[src/rtl/pm_evt_pkg.sv]
// Package: shared widths, register offsets and control bit positions
// for the wake/SMI event router. Assumes a byte-wide register port.
package pm_evt_pkg;
    localparam int DW = 8;
    localparam int AW = 3;
    localparam logic [AW-1:0] OFS_WAKE_STS = 3'd0;
    localparam logic [AW-1:0] OFS_WAKE_EN  = 3'd1;
    localparam logic [AW-1:0] OFS_SMI_STS  = 3'd2;
    localparam logic [AW-1:0] OFS_SMI_EN   = 3'd3;
    localparam logic [AW-1:0] OFS_SMI_CTL  = 3'd4;
    localparam logic [AW-1:0] OFS_WAKE_CTL = 3'd5;
    localparam int SMI_MASTER_BIT = 7;
    localparam int SMI_ROUTE_BIT  = 6;
    localparam int WAKE_GLOBAL_BIT = 0;
    localparam logic [DW-1:0] SMI_SRC_MASK = 8'hFE;
    localparam logic [DW-1:0] SMI_CTL_MASK = 8'hC0;
endpackage

[src/rtl/pm_evt_sync.sv]
// Module: multi-stage flop synchronizer for a bus of independent
// level signals. Assumes each bit is a slow level (no bus coherency).
module pm_evt_sync #(
    parameter int W      = 8,
    parameter int STAGES = 2
) (
    input  logic         clk,
    input  logic         rst_n,
    input  logic [W-1:0] d,
    output logic [W-1:0] q
);
    logic [W-1:0] stage [STAGES];

    for (genvar s = 0; s < STAGES; s++) begin : g_stage
        // Shift one synchronizer stage per clock, cleared by reset.
        always_ff @(posedge clk) begin
            if (!rst_n)
                stage[s] <= '0;
            else if (s == 0)
                stage[s] <= d;
            else
                stage[s] <= stage[(s == 0) ? 0 : s-1];
        end
    end

    assign q = stage[STAGES-1];
endmodule

[src/rtl/pm_evt_regs.sv]
// Module: register file of the event router. Holds the enables and
// control bits and muxes read data. Assumes status comes in already
// synchronized; status offsets ignore writes.
module pm_evt_regs
    import pm_evt_pkg::*;
(
    input  logic          clk,
    input  logic          rst_n,
    input  logic [AW-1:0] reg_addr,
    input  logic          reg_wr,
    input  logic [DW-1:0] reg_wdata,
    input  logic [DW-1:0] wake_sts,
    input  logic [DW-1:0] smi_sts,
    output logic [DW-1:0] reg_rdata,
    output logic [DW-1:0] wake_en,
    output logic [DW-1:0] smi_en,
    output logic [DW-1:0] smi_ctl,
    output logic          wake_global
);
    // Update the writable registers on a write strobe.
    always_ff @(posedge clk) begin
        if (!rst_n) begin
            wake_en     <= '0;
            smi_en      <= '0;
            smi_ctl     <= '0;
            wake_global <= 1'b0;
        end else if (reg_wr) begin
            case (reg_addr)
                OFS_WAKE_EN:  wake_en     <= reg_wdata;
                OFS_SMI_EN:   smi_en      <= reg_wdata & SMI_SRC_MASK;
                OFS_SMI_CTL:  smi_ctl     <= reg_wdata & SMI_CTL_MASK;
                OFS_WAKE_CTL: wake_global <= reg_wdata[WAKE_GLOBAL_BIT];
                default: ;
            endcase
        end
    end

    // Select read data for the addressed offset.
    always_comb begin
        reg_rdata = '0;
        case (reg_addr)
            OFS_WAKE_STS: reg_rdata = wake_sts;
            OFS_WAKE_EN:  reg_rdata = wake_en;
            OFS_SMI_STS:  reg_rdata = smi_sts & SMI_SRC_MASK;
            OFS_SMI_EN:   reg_rdata = smi_en;
            OFS_SMI_CTL:  reg_rdata = smi_ctl;
            OFS_WAKE_CTL: reg_rdata[WAKE_GLOBAL_BIT] = wake_global;
            default:      reg_rdata = '0;
        endcase
    end
endmodule

[src/rtl/pm_evt_combine.sv]
// Module: output combiner. Forms the group SMI condition and both
// active-low outputs from synchronized events and registered enables.
// Purely combinational; assumes bit 0 of the SMI bus is reserved.
module pm_evt_combine
    import pm_evt_pkg::*;
(
    input  logic [DW-1:0] wake_sts,
    input  logic [DW-1:0] smi_sts,
    input  logic [DW-1:0] wake_en,
    input  logic [DW-1:0] smi_en,
    input  logic [DW-1:0] smi_ctl,
    input  logic          wake_global,
    output logic          pme_n,
    output logic          smi_n
);
    logic group_smi;
    logic wake_any;

    // Reduce enabled sources and gate them onto the two outputs.
    always_comb begin
        group_smi = |(smi_sts & smi_en & SMI_SRC_MASK);
        wake_any  = |(wake_sts & wake_en);
        pme_n = ~(wake_global & (wake_any | (smi_ctl[SMI_ROUTE_BIT] & group_smi)));
        smi_n = ~(smi_ctl[SMI_MASTER_BIT] & group_smi);
    end
endmodule

[src/rtl/pm_event_router.sv]
// Module: top of the wake/SMI event router. Synchronizes the event
// buses, holds the register file and drives pme_n and smi_n.
// Assumes the register port is synchronous to clk.
module pm_event_router
    import pm_evt_pkg::*;
#(
    parameter int SYNC_STAGES = 2
) (
    input  logic          clk,
    input  logic          rst_n,
    input  logic [DW-1:0] wake_in,
    input  logic [DW-1:0] smi_req,
    input  logic [AW-1:0] reg_addr,
    input  logic          reg_wr,
    input  logic [DW-1:0] reg_wdata,
    output logic [DW-1:0] reg_rdata,
    output logic          pme_n,
    output logic          smi_n
);
    logic [DW-1:0] wake_sync, smi_sync;
    logic [DW-1:0] wake_en, smi_en, smi_ctl;
    logic          wake_global;

    pm_evt_sync #(.W(DW), .STAGES(SYNC_STAGES)) u_wake_sync (
        .clk(clk), .rst_n(rst_n), .d(wake_in), .q(wake_sync));

    pm_evt_sync #(.W(DW), .STAGES(SYNC_STAGES)) u_smi_sync (
        .clk(clk), .rst_n(rst_n), .d(smi_req), .q(smi_sync));

    pm_evt_regs u_regs (
        .clk(clk), .rst_n(rst_n), .reg_addr(reg_addr), .reg_wr(reg_wr),
        .reg_wdata(reg_wdata), .wake_sts(wake_sync), .smi_sts(smi_sync),
        .reg_rdata(reg_rdata), .wake_en(wake_en), .smi_en(smi_en),
        .smi_ctl(smi_ctl), .wake_global(wake_global));

    pm_evt_combine u_combine (
        .wake_sts(wake_sync), .smi_sts(smi_sync), .wake_en(wake_en),
        .smi_en(smi_en), .smi_ctl(smi_ctl), .wake_global(wake_global),
        .pme_n(pme_n), .smi_n(smi_n));
endmodule

[config.mk]
export PLATFORM = sky130hd
export DESIGN_NAME = pm_event_router
export DESIGN_NICKNAME = d
export VERILOG_FILES = /design/src/rtl/pm_evt_pkg.sv /design/src/rtl/pm_evt_sync.sv /design/src/rtl/pm_evt_regs.sv /design/src/rtl/pm_evt_combine.sv /design/src/rtl/pm_event_router.sv
export SDC_FILE = /design/constraint.sdc
export NUM_CORES = 1
export LEC_CHECK = 0
export BUFFER_PORTS_ARGS = -buffer_cell sky130_fd_sc_hd__buf_2
export CELL_PAD_IN_SITES_DETAIL_PLACEMENT = 0
export CELL_PAD_IN_SITES_GLOBAL_PLACEMENT = 1
export CORE_ASPECT_RATIO = 0.6
export CORE_MARGIN = 1.5
export CORE_UTILIZATION = 25
export DETAILED_ROUTE_END_ITERATION = 16
export PLACE_DENSITY = 0.53
export SYNTH_ARGS = -nofsm -noshare
export SYNTH_HDL_FRONTEND = slang
export SYNTH_SLANG_ARGS = --single-unit
[constraint.sdc]
create_clock -name clk -period 1.8 [get_ports clk]
set_input_delay 0.36 -clock clk [delete_from_list [all_inputs] [get_ports clk]]
set_output_delay 0.36 -clock clk [all_outputs]
set_load 0.02 [all_outputs]
==> impl_metrics.sql, run 1 <==
INSERT INTO impl_metrics (metric_group, metric, value, unit) VALUES
('floorplan', 'fp.coreArea', '7330', 'um^2'),
('status', 'outcome', 'complete, but fails checks', ''),
('timing', 'finalCriticalPeriod', '2.09', 'ns'),
('drt', 'vias_per_cell', '4.03', ''),
('logic_synthesis', 'synth_seq_cells', '48', ''),
('clock_network', 'worst_skew_pair.late_latency', '0.29', 'ns'),
('floorplan', 'die_y', '70.8', 'um'),
('final_layout', 'antennaDiodeCount', '0', ''),
('setup_path', 'maximum_single_stage_delay_on_the_critical_path', '0.40', 'ns'),
('min_path', 'timing.hold.worst.class', 'in2reg', ''),
('setup_path', 'r2r-end', 'u_regs.smi_en[4]', ''),
('final_layout', 'layout_commonest_cell', 'dfxtp_1', ''),
('min_path', 'hold_path_startpoint', 'wake_in[2]', ''),
('final_layout', 'ff_latch_area', '965', 'um^2'),
('global_routing', 'gr-usage-met3', '0.0368', ''),
('setup_path', 'r2r_cells', '3', ''),
('clock_network', 'clock_tree.htree_level_count', '2', ''),
('logic_synthesis', 'yosysSeqAreaShare', '0.502', ''),
('pwr', 'power-per-cell-area', '919', 'nW/um^2'),
('placement', 'place.port_buffers', '38', ''),
('timing', 'max_slew.worst_pin.slew', '0.646', 'ns'),
('logic_synthesis', 'mappedNetlistNets', '198', ''),
('logic_synthesis', 'ys_types', '23', ''),
('final_layout', 'fill_cells', '794', ''),
('clock_network', 'clockBufferDepth', '2', ''),
('setup_path', 'crit_slowest_cell', 'a222oi_1', ''),
('setup_path', 'crit_path_max_fanout', '2', ''),
('drt', 'ant_nets', '0', ''),
('setup_path', 'cp_data_arrival_time', '1.73', 'ns'),
('logic_synthesis', 'combined_area_of_all_synthesized_cells', '1920', 'um^2'),
('final_layout', 'layout-area-overhead-vs-synth', '27.8', '%'),
('final_layout', 'fin_cells', '318', ''),
('clock_network', 'cts_made_buffers', '5', ''),
('placement', 'placer_congestion', '0.727', ''),
('clock_network', 'clkSinkCount', '48', ''),
('floorplan', 'placementRows', '24', ''),
('min_path', 'whs_endpoint', 'u_wake_sync.stage[0][2]', ''),
('clock_network', 'clk_pin_slew', '0.06', 'ns'),
('drt', 'drt_iter0_drc', '39', ''),
('floorplan', 'design.die.area', '8210', 'um^2'),
('setup_path', 'critPathLaunchType', 'flop', ''),
('placement', 'sum_of_net_half_perimeters_after_detailed_placement', '3150', 'um'),
('timing', 'finalHoldWorstSlack', '0.279', 'ns'),
('drt', 'detailroute.via_count', '1280', ''),
('job', 'drv_cap', '0', ''),
('global_routing', 'grt_busiest_layer', 'met1', ''),
('final_layout', 'area_occupied_by_multi_input_gates', '897', 'um^2'),
('clock_network', 'post_cts_hold_buffer_count', '0', ''),
('final_layout', 'layout_common_cells', 'dfxtp_1, buf_2, and2_1', ''),
('timing', 'timing.final.setup_violations', '4', ''),
('floorplan', 'io_pins', '40', ''),
('timing', 'worst_slack', '-0.291', 'ns'),
('setup_path', 'timing_worst_setup_path_type', 'reg2out', ''),
('setup_path', 'critPathCaptureType', 'primary output', ''),
('placement', 'placed_cells_incl_taps', '309', ''),
('status', 'failed_checks', 'setup timing', ''),
('setup_path', 'r2r_setup_slack', '1.06', 'ns'),
('setup_path', 'critical_path_required', '1.44', 'ns'),
('timing', 'worst_case_clock_skew', '0.00563', 'ns'),
('timing', 'period_share', '1.16', ''),
('global_routing', 'grt_start_max_net_pins', '49', ''),
('global_routing', 'grt_pass1_wl', '6670', 'um'),
('drt', 'drt_first_pass_iters', '4', ''),
('timing', 'worst_slew_margin_rel', '0.570', ''),
('drt', 'routed_wirelength', '4400', 'um'),
('global_routing', 'grt_overflow', '0', ''),
('clock_network', 'tritoncts', 'yes', ''),
('global_routing', 'antenna_found_initial', '0', ''),
('logic_synthesis', 'yosys_warnings', '0', ''),
('timing', 'max_freq', '478', 'MHz'),
('pwr', 'p_leak', '1.01', 'nW');
==> Yosys cell counts <==
cell	number	area (um^2)
a222oi_1	1	10.0
a22oi_1	11	82.6
a31oi_1	1	6.26
and2_1	30	188
and4bb_2	2	25.0
buf_2	3	15.0
buf_6	2	22.5
clkbuf_1	5	18.8
clkbuf_2	1	5.00
dfxtp_1	48	961
inv_1	1	3.75
mux2_2	3	33.8
mux2i_1	18	180
mux4_1	2	52.6
mux4_2	3	67.6
nand2_1	3	11.3
nand3_1	1	5.00
nand4b_1	2	17.5
nor2_1	3	11.3
nor2b_1	22	138
nor2b_4	3	41.3
o22ai_1	2	12.5
o31ai_1	1	7.51
==> worst max-delay path, delay by kind of cell (launching register included) <==
| kind | cells | cell delay, ns |
|---|---|---|
| AO/OA/AOI/OAI | 3 | 0.74 |
| flip-flops | 1 | 0.31 |
| buffers and inverters | 2 | 0.40 |
==> how the worst max path moves through the flow <==
stage                                 from      endpoint  slack, ns  cells past startpoint
floorplan           u_smi_sync.stage[1][2]         pme_n       0.11                      3
CTS                       u_regs.smi_en[2]         pme_n      -0.32                      5
global route              u_regs.smi_en[2]         pme_n      -0.34                      5
detailed placement             reg_addr[1]  reg_rdata[3]      -0.06                      4
global placement               reg_addr[1]  reg_rdata[3]      -0.06                      4
finish                    u_regs.smi_en[2]         pme_n      -0.29                      5
==> per-layer routing <==
layer | vias up | part of all wire
li1 | 665 | -
met1 | 577 | 0.56
met2 | 36 | 0.36
met3 | 2 | 0.077
met4 | 0 | 0.0027
met5 | - | 0
==> report_power, final <==
group          total, mW  switching [mW]  internal [mW]
sequential          1.12          0.0210           1.10
clock              0.953           0.400          0.553
combinational      0.174          0.0789         0.0951
total               2.25           0.500           1.75
==> flip-flops by register name (all words and copies together) (netlist names) <==
signal              cells
u_wake_sync.stage      16
u_smi_sync.stage       14
u_regs.wake_en          8
u_regs.smi_en           7
u_regs.smi_ctl          2
u_regs.wake_global      1
==> per-stage QoR <==
step | total power [mW] | TNS, ns | area (um^2) | setup slack, ns
after detailed placement | 1.32 | -0.182 | 2250 | -0.0619
after global placement | 1.32 | -0.137 | 2250 | -0.0626
final | 2.25 | -0.412 | 2450 | -0.291
after CTS | 2.27 | -0.408 | 2430 | -0.318
after global routing | 2.34 | -0.607 | 2450 | -0.342
after floorplan | 1.24 | 0 | 1920 | 0.115
==> layout make-up <==
cell class	count	area share
inverter	1	0.00153
timing repair buffer	49	0.122
multi-input combinational	108	0.366
sequential	48	0.394
clock inverter	2	0.00613
clock buffer	6	0.0567
tap	104	0.0531
==> timing repair <==
action / in CTS / in global routing
pin swaps: 2 / 1
setup buffers: 0 / 1
endpoints found under the setup margin: 7 / 6
resized for setup: 10 / 8
==> logic make-up after synthesis <==
group	share of synthesized area
buffers and inverters	0.0340
multiplexers	0.174
AO/OA/AOI/OAI	0.0621
AND/OR/NAND/NOR	0.228
flip-flops	0.502
Note: power is estimated with default switching activity, not from simulation.
==> inputs of run 2 (changes only) <==
--- a/config.mk
+++ b/config.mk
@@ -12,6 +12,7 @@
 export CORE_MARGIN = 1.5
 export CORE_UTILIZATION = 25
 export DETAILED_ROUTE_END_ITERATION = 16
+export GPL_TIMING_DRIVEN = 0
 export PLACE_DENSITY = 0.53
 export SYNTH_ARGS = -nofsm -noshare
 export SYNTH_HDL_FRONTEND = slang
==> run 2 against run 1 <==
Net effect:
- the run still ends with setup timing left
- sequential cell count unchanged
- non-clock buffer count grew 1
- die area is the same
- routed wire length is 6.9% higher
- hold slack worse by 0.0085 ns
- core utilization increased by 0.34 points
- register-to-register slack improved by 0.08 ns
- clock power up 14%
- first-iteration DRC count is 82% higher
- critical path depth did not move
- power rose by 6.5%
- clock skew is 0.0020 ns higher
- critical path type unchanged
- critical endpoint unchanged
- largest power group unchanged
==> impl_metrics.sql, run 2 (synthesis results as in run 1) <==
INSERT INTO impl_metrics (metric_group, metric, value, unit) VALUES
('status', 'outcome', 'complete, but fails checks', ''),
('status', 'failed_checks', 'setup timing', ''),
('timing', 'worst_case_clock_skew', '0.00766', 'ns'),
('drt', 'drt_first_pass_iters', '4', ''),
('timing', 'worst_slack', '-0.185', 'ns'),
('placement', 'setup_ws_pre_cts', '-0.104', 'ns'),
('drt', 'routed.top_layer', 'met4', ''),
('placement', 'placer_congestion', '0.753', ''),
('clock_network', 'cts_made_buffers', '5', ''),
('final_layout', 'layout_commonest_cell', 'dfxtp_1', ''),
('setup_path', 'critical_path_required', '1.44', 'ns'),
('floorplan', 'die_y', '70.8', 'um'),
('clock_network', 'cts_root_buffer_type', 'clkbuf_16', ''),
('final_layout', 'fin_cells', '319', ''),
('drt', 'route.detailed.wl_per_inst', '14.7', 'um'),
('floorplan', 'initial_core_util', '0.261', ''),
('setup_path', 'crit_path_max_fanout', '3', ''),
('final_layout', 'reg.largest.list', 'u_wake_sync.stage x16, u_smi_sync.stage x14, u_regs.wake_en x8', ''),
('floorplan', 'placementRows', '24', ''),
('global_routing', 'grt_pass1_wl', '7290', 'um'),
('floorplan', 'dieWidth', '116', 'um'),
('clock_network', 'clkSinkCount', '48', ''),
('drt', 'wl_met2', '1730', 'um'),
('drt', 'met3WireLength', '246', 'um'),
('global_routing', 'antenna_found_initial', '0', ''),
('drt', 'metal_1_wl', '2700', 'um'),
('final_layout', 'layout-area-overhead-vs-synth', '29.1', '%'),
('clock_network', 'post_cts_hold_buffer_count', '0', ''),
('pwr', 'power_frac_comb', '0.075', ''),
('setup_path', 'maximum_single_stage_delay_on_the_critical_path', '0.33', 'ns'),
('timing', 'finalMaxSlewViolations', '0', ''),
('pwr', 'p_leak', '1.01', 'nW'),
('floorplan', 'fp.coreArea', '7330', 'um^2'),
('final_layout', 'drive_above_1_share', '0.335', ''),
('pwr', 'totalPowerFinal', '2.40', 'mW'),
('final_layout', 'fill_cells', '775', ''),
('floorplan', 'design.die.area', '8210', 'um^2'),
('setup_path', 'cell_by_cell_trace_of_the_critical_path', 'a222oi_1 -> buf_4 -> a31oi_1 -> o31ai_1 -> buf_2', ''),
('final_layout', 'finalCoreUtilization', '0.338', ''),
('placement', 'sum_of_net_half_perimeters_after_detailed_placement', '3360', 'um'),
('timing', 'finalCriticalPeriod', '1.99', 'ns'),
('clock_network', 'clockBufferDepth', '2', ''),
('setup_path', 'crit_slowest_cell', 'dfxtp_2', ''),
('setup_path', 'crit_family', 'compound AO/OA/AOI/OAI gates', ''),
('clock_network', 'clock_tree.htree_level_count', '2', ''),
('timing', 'finalHoldWorstSlack', '0.271', 'ns'),
('drt', 'ant_nets', '0', ''),
('clock_network', 'worst_skew_pair.late_latency', '0.29', 'ns'),
('pwr', 'peakVddDrop', '0.325', 'mV'),
('pwr', 'power.clock.fraction', '0.456', ''),
('final_layout', 'finalNetCount', '244', ''),
('setup_path', 'critical_path.n_buffers_inverters', '2', ''),
('drt', 'drt_iter0_drc', '71', ''),
('pwr', 'switching_power', '0.535', 'mW'),
('global_routing', 'first_global_vias', '1277', ''),
('drt', 'detail_route.drc_violations', '0', ''),
('drt', 'vias_per_cell', '4.05', ''),
('pwr', 'power_report.internal_total', '1.86', 'mW'),
('setup_path', 'timing_worst_setup_path_type', 'reg2out', ''),
('placement', 'place.port_buffers', '36', ''),
('global_routing', 'grt_overflow', '0', ''),
('drt', 'detailroute.via_count', '1292', ''),
('timing', 'timing.final.setup_violations', '1', ''),
('clock_network', 'tritoncts', 'yes', ''),
('setup_path', 'critPathLaunchType', 'flop', ''),
('drt', 'routed_wirelength', '4700', 'um'),
('placement', 'placed_cells_incl_taps', '308', ''),
('global_routing', 'track_usage', '0.122', ''),
('setup_path', 'critPathCaptureType', 'primary output', ''),
('timing', 'worst_slew_margin_rel', '0.688', ''),
('final_layout', 'number_of_flip_flops_in_the_largest_register', '16', ''),
('pwr', 'sw_frac_of_total', '0.223', ''),
('timing', 'max_freq', '504', 'MHz'),
('clock_network', 'clk_pin_slew', '0.07', 'ns'),
('pwr', 'sequentialPowerShare', '0.469', ''),
('final_layout', 'layout_common_cells', 'dfxtp_1, buf_2, and2_1', ''),
('job', 'drv_cap', '0', ''),
('timing', 'max_slew.worst_pin.slew', '0.467', 'ns'),
('final_layout', 'antennaDiodeCount', '0', ''),
('final_layout', 'regMostFlops', 'u_wake_sync.stage', ''),
('floorplan', 'io_pins', '40', ''),
('timing', 'timing.final.hold_violations', '0', ''),
('pwr', 'power-per-cell-area', '969', 'nW/um^2'),
('min_path', 'timing.hold.worst.class', 'in2reg', ''),
('setup_path', 'cp_data_arrival_time', '1.63', 'ns'),
('global_routing', 'grt_start_max_net_pins', '17', ''),
('timing', 'rsz0062_at_grt', 'true', ''),
('timing', 'period_share', '1.10', '');
[run 2: final cells by class]
cell class,count,area [um^2],share of cell area
clock buffers,5,125,0.0506
plain buffers,11,81.3,0.0329
repair buffers,39,223,0.0900
well taps,104,130,0.0526
inverters,1,3.75,0.00152
multi-input cells,108,898,0.363
clock inverters,3,46.3,0.0187
flip-flops and latches,48,966,0.390
[run 2: final timing paths]
check	startpoint	end	slack [ns]	depth (start not counted)
hold reg to reg	u_smi_sync.stage[0][6]	u_smi_sync.stage[1][6]	0.44	1
hold / removal	smi_req[6]	u_smi_sync.stage[0][6]	0.27	2
setup / recovery	u_regs.smi_en[2]	pme_n	-0.19	5
setup reg to reg	u_regs.smi_ctl[7]	u_regs.smi_ctl[7]	1.14	2
[run 2: metrics by stage]
stage,TNS [ns],area [um^2]
6_report,-0.185,2470
3_5_place_dp,-0.435,2230
3_3_place_gp,-0.445,2230
2_1_floorplan,0,1920
4_1_cts,-0.207,2440
5_1_grt,-0.341,2470
[run 2: power by group through the flow]
stage	clock [mW]	combinational [mW]	sequential, mW
after floorplan	0	0.105	1.14
after global placement	0	0.170	1.15
after detailed placement	0	0.170	1.15
after CTS	1.11	0.178	1.12
after global routing	1.16	0.199	1.13
final	1.09	0.181	1.12
[run 2: repair_timing]
action                                 CTS  global route
resized for setup                        7            16
endpoints found under the hold margin    0             0
buffers inserted                         3             0
pin swaps                                1             1
setup endpoints to repair                7             6
[run 2: per-layer routing]
metal  vias to the layer above  track usage
li1                        669            -
met1                       583        0.195
met2                        36        0.152
met3                         4       0.0360
met4                         0       0.0393
met5                         -            0
==> inputs of run 3 (changes only) <==
--- a/config.mk
+++ b/config.mk
@@ -14,6 +14,7 @@
 export DETAILED_ROUTE_END_ITERATION = 16
 export GPL_TIMING_DRIVEN = 0
 export PLACE_DENSITY = 0.53
+export REMOVE_ABC_BUFFERS = 1
 export SYNTH_ARGS = -nofsm -noshare
 export SYNTH_HDL_FRONTEND = slang
 export SYNTH_SLANG_ARGS = --single-unit
==> run 3 against run 2 <==
Net effect:
- the run still ends with setup timing left
- sequential power barely moved
- routed wire length shrank 15%
- core utilization is 1.3 points lower
- first-iteration DRC count down 44%
- clock power down 15%
- maximum frequency shrank 0.45%
- non-clock buffer count down 10
- critical path type unchanged
- largest cell class unchanged
- highest routed layer unchanged
==> impl_metrics.sql, run 3 (synthesis results as in run 1) <==
INSERT INTO impl_metrics (metric_group, metric, value, unit) VALUES
('placement', 'sum_of_net_half_perimeters_after_detailed_placement', '2790', 'um'),
('floorplan', 'initial_core_util', '0.261', ''),
('floorplan', 'die_y', '70.8', 'um'),
('timing', 'rsz0062_at_grt', 'true', ''),
('floorplan', 'fp.coreArea', '7330', 'um^2'),
('clock_network', 'tritoncts', 'yes', ''),
('clock_network', 'clkSinkCount', '48', ''),
('drt', 'drt_iter0_drc', '40', ''),
('timing', 'timing.final.setup_violations', '2', ''),
('clock_network', 'clockBufferDepth', '2', ''),
('timing', 'final.setup.tns', '-0.261', 'ns'),
('drt', 'routed_wirelength', '3980', 'um'),
('drt', 'ant_nets', '0', ''),
('final_layout', 'finalCoreUtilization', '0.325', ''),
('setup_path', 'crit_path_max_fanout', '2', ''),
('final_layout', 'layout_common_cells', 'dfxtp_1, buf_2, and2_1', ''),
('clock_network', 'cts_root_buffer_type', 'clkbuf_16', ''),
('global_routing', 'antenna_found_initial', '0', ''),
('final_layout', 'finalNetCount', '234', ''),
('setup_path', 'cell_by_cell_trace_of_the_critical_path', 'a222oi_1 -> a31oi_1 -> o31ai_2 -> buf_4', ''),
('min_path', 'timing.hold.worst.class', 'in2reg', ''),
('drt', 'route.detailed.wl_per_inst', '12.9', 'um'),
('pwr', 'power-per-cell-area', '927', 'nW/um^2'),
('floorplan', 'design.die.area', '8210', 'um^2'),
('global_routing', 'grt_overflow', '0', ''),
('timing', 'worst_slack', '-0.194', 'ns'),
('final_layout', 'layout_commonest_cell', 'dfxtp_1', ''),
('setup_path', 'maximum_single_stage_delay_on_the_critical_path', '0.44', 'ns'),
('clock_network', 'clk_pin_slew', '0.06', 'ns'),
('setup_path', 'timing_worst_setup_path_type', 'reg2out', ''),
('clock_network', 'clock_tree.htree_level_count', '2', ''),
('timing', 'worst_slew_margin_rel', '0.580', ''),
('placement', 'placer_congestion', '0.705', ''),
('timing', 'max_freq', '502', 'MHz'),
('floorplan', 'io_pins', '40', ''),
('drt', 'drt_first_pass_iters', '4', ''),
('setup_path', 'cp_data_arrival_time', '1.63', 'ns'),
('setup_path', 'critPathLaunchType', 'flop', ''),
('clock_network', 'cts_made_buffers', '5', ''),
('global_routing', 'grt_pass1_wl', '6330', 'um'),
('global_routing', 'first_global_vias', '1204', ''),
('timing', 'timing.final.hold_violations', '0', ''),
('pwr', 'peakVddDrop', '0.328', 'mV'),
('final_layout', 'regMostFlops', 'u_wake_sync.stage', ''),
('timing', 'period_share', '1.11', ''),
('floorplan', 'placementRows', '24', ''),
('global_routing', 'grt_start_max_net_pins', '49', ''),
('final_layout', 'drive_above_1_share', '0.298', ''),
('job', 'drv_cap', '0', ''),
('drt', 'vias_per_cell', '4.11', ''),
('pwr', 'p_leak', '0.978', 'nW'),
('timing', 'finalCriticalPeriod', '1.99', 'ns'),
('drt', 'detail_route.drc_violations', '0', ''),
('final_layout', 'antennaDiodeCount', '0', ''),
('final_layout', 'layout-area-overhead-vs-synth', '24.2', '%'),
('global_routing', 'track_usage', '0.103', ''),
('status', 'outcome', 'complete, but fails checks', ''),
('setup_path', 'critical_path_required', '1.44', 'ns'),
('timing', 'max_slew.worst_pin.slew', '0.630', 'ns'),
('placement', 'place.port_buffers', '38', ''),
('setup_path', 'critPathCaptureType', 'primary output', ''),
('setup_path', 'crit_slowest_cell', 'a222oi_1', ''),
('timing', 'finalHoldWorstSlack', '0.276', 'ns'),
('timing', 'finalMaxSlewViolations', '0', ''),
('final_layout', 'reg.largest.list', 'u_wake_sync.stage x16, u_smi_sync.stage x14, u_regs.wake_en x8', ''),
('drt', 'detailroute.via_count', '1271', ''),
('final_layout', 'number_of_flip_flops_in_the_largest_register', '16', ''),
('clock_network', 'worst_skew_pair.late_latency', '0.28', 'ns'),
('timing', 'worst_case_clock_skew', '0.00271', 'ns'),
('floorplan', 'dieWidth', '116', 'um'),
('status', 'failed_checks', 'setup timing', '');
[run 3: changes by cell type in the layout (fill, tap and decap cells not counted), sizes merged]
cell      previous run  this run
clkinvlp             1         0
buf                 45        40
inv                  2         1
bufinv               1         0
clkbuf              10         8
[run 3: worst paths after layout]
check | start | endpoint | slack (ns) | depth (start not counted)
worst max-delay path | u_regs.smi_en[2] | pme_n | -0.19 | 4
worst min-delay path | smi_req[3] | u_smi_sync.stage[0][3] | 0.28 | 2
worst max register to register | u_regs.smi_en[2] | u_regs.smi_en[2] | 1.06 | 3
worst min register to register | u_wake_sync.stage[0][0] | u_wake_sync.stage[1][0] | 0.43 | 1
[run 3: layer usage]
| layer | GRT usage | part of all wire |
|---|---|---|
| met2 | 0.138 | 0.39 |
| met3 | 0.0257 | 0.045 |
| met1 | 0.157 | 0.55 |
| met4 | 0.0407 | 0.016 |
| met5 | 0 | 0 |
[run 3: cell type report]
cell class | count | area, um^2
sequential | 48 | 962
inverter | 1 | 3.75
tap | 104 | 130
fill | 781 | 4950
clock buffer | 8 | 146
multi-input combinational | 108 | 902
timing repair buffer | 40 | 235
[run 3: critical path, delay by kind of cell (launching register included)]
family	cells	cell delay [ns]
DFF	1	0.32
AOI/OAI and AO/OA	3	0.86
buffers and inverters	1	0.18
[run 3: power by group]
| part | internal (mW) | switching (mW) | total, mW | leakage [nW] |
|---|---|---|---|---|
| registers | 1.10 | 0.0175 | 1.12 | 0.394 |
| logic | 0.0854 | 0.0746 | 0.160 | 0.512 |
| clock network | 0.554 | 0.372 | 0.926 | 0.0712 |
| total | 1.74 | 0.464 | 2.21 | 0.978 |
[run 3: stage by stage]
| stage | total power [mW] | setup slack (ns) | instance area (um^2) | cells |
|---|---|---|---|---|
| after floorplan | 1.22 | 0.115 | 1850 | 157 |
| after global placement | 1.30 | -0.151 | 2170 | 299 |
| after detailed placement | 1.30 | -0.131 | 2170 | 299 |
| after CTS | 2.23 | -0.257 | 2350 | 308 |
| after global routing | 2.29 | -0.322 | 2380 | 309 |
| final | 2.21 | -0.194 | 2380 | 309 |
[run 3: timing repair]
| action | 4_1_cts | 5_1_grt |
|---|---|---|
| resized for setup | 8 | 6 |
| hold buffers | 0 | 0 |
| pin swaps | 2 | 3 |
| buffers inserted | 1 | 1 |
| setup endpoints to repair | 10 | 3 |
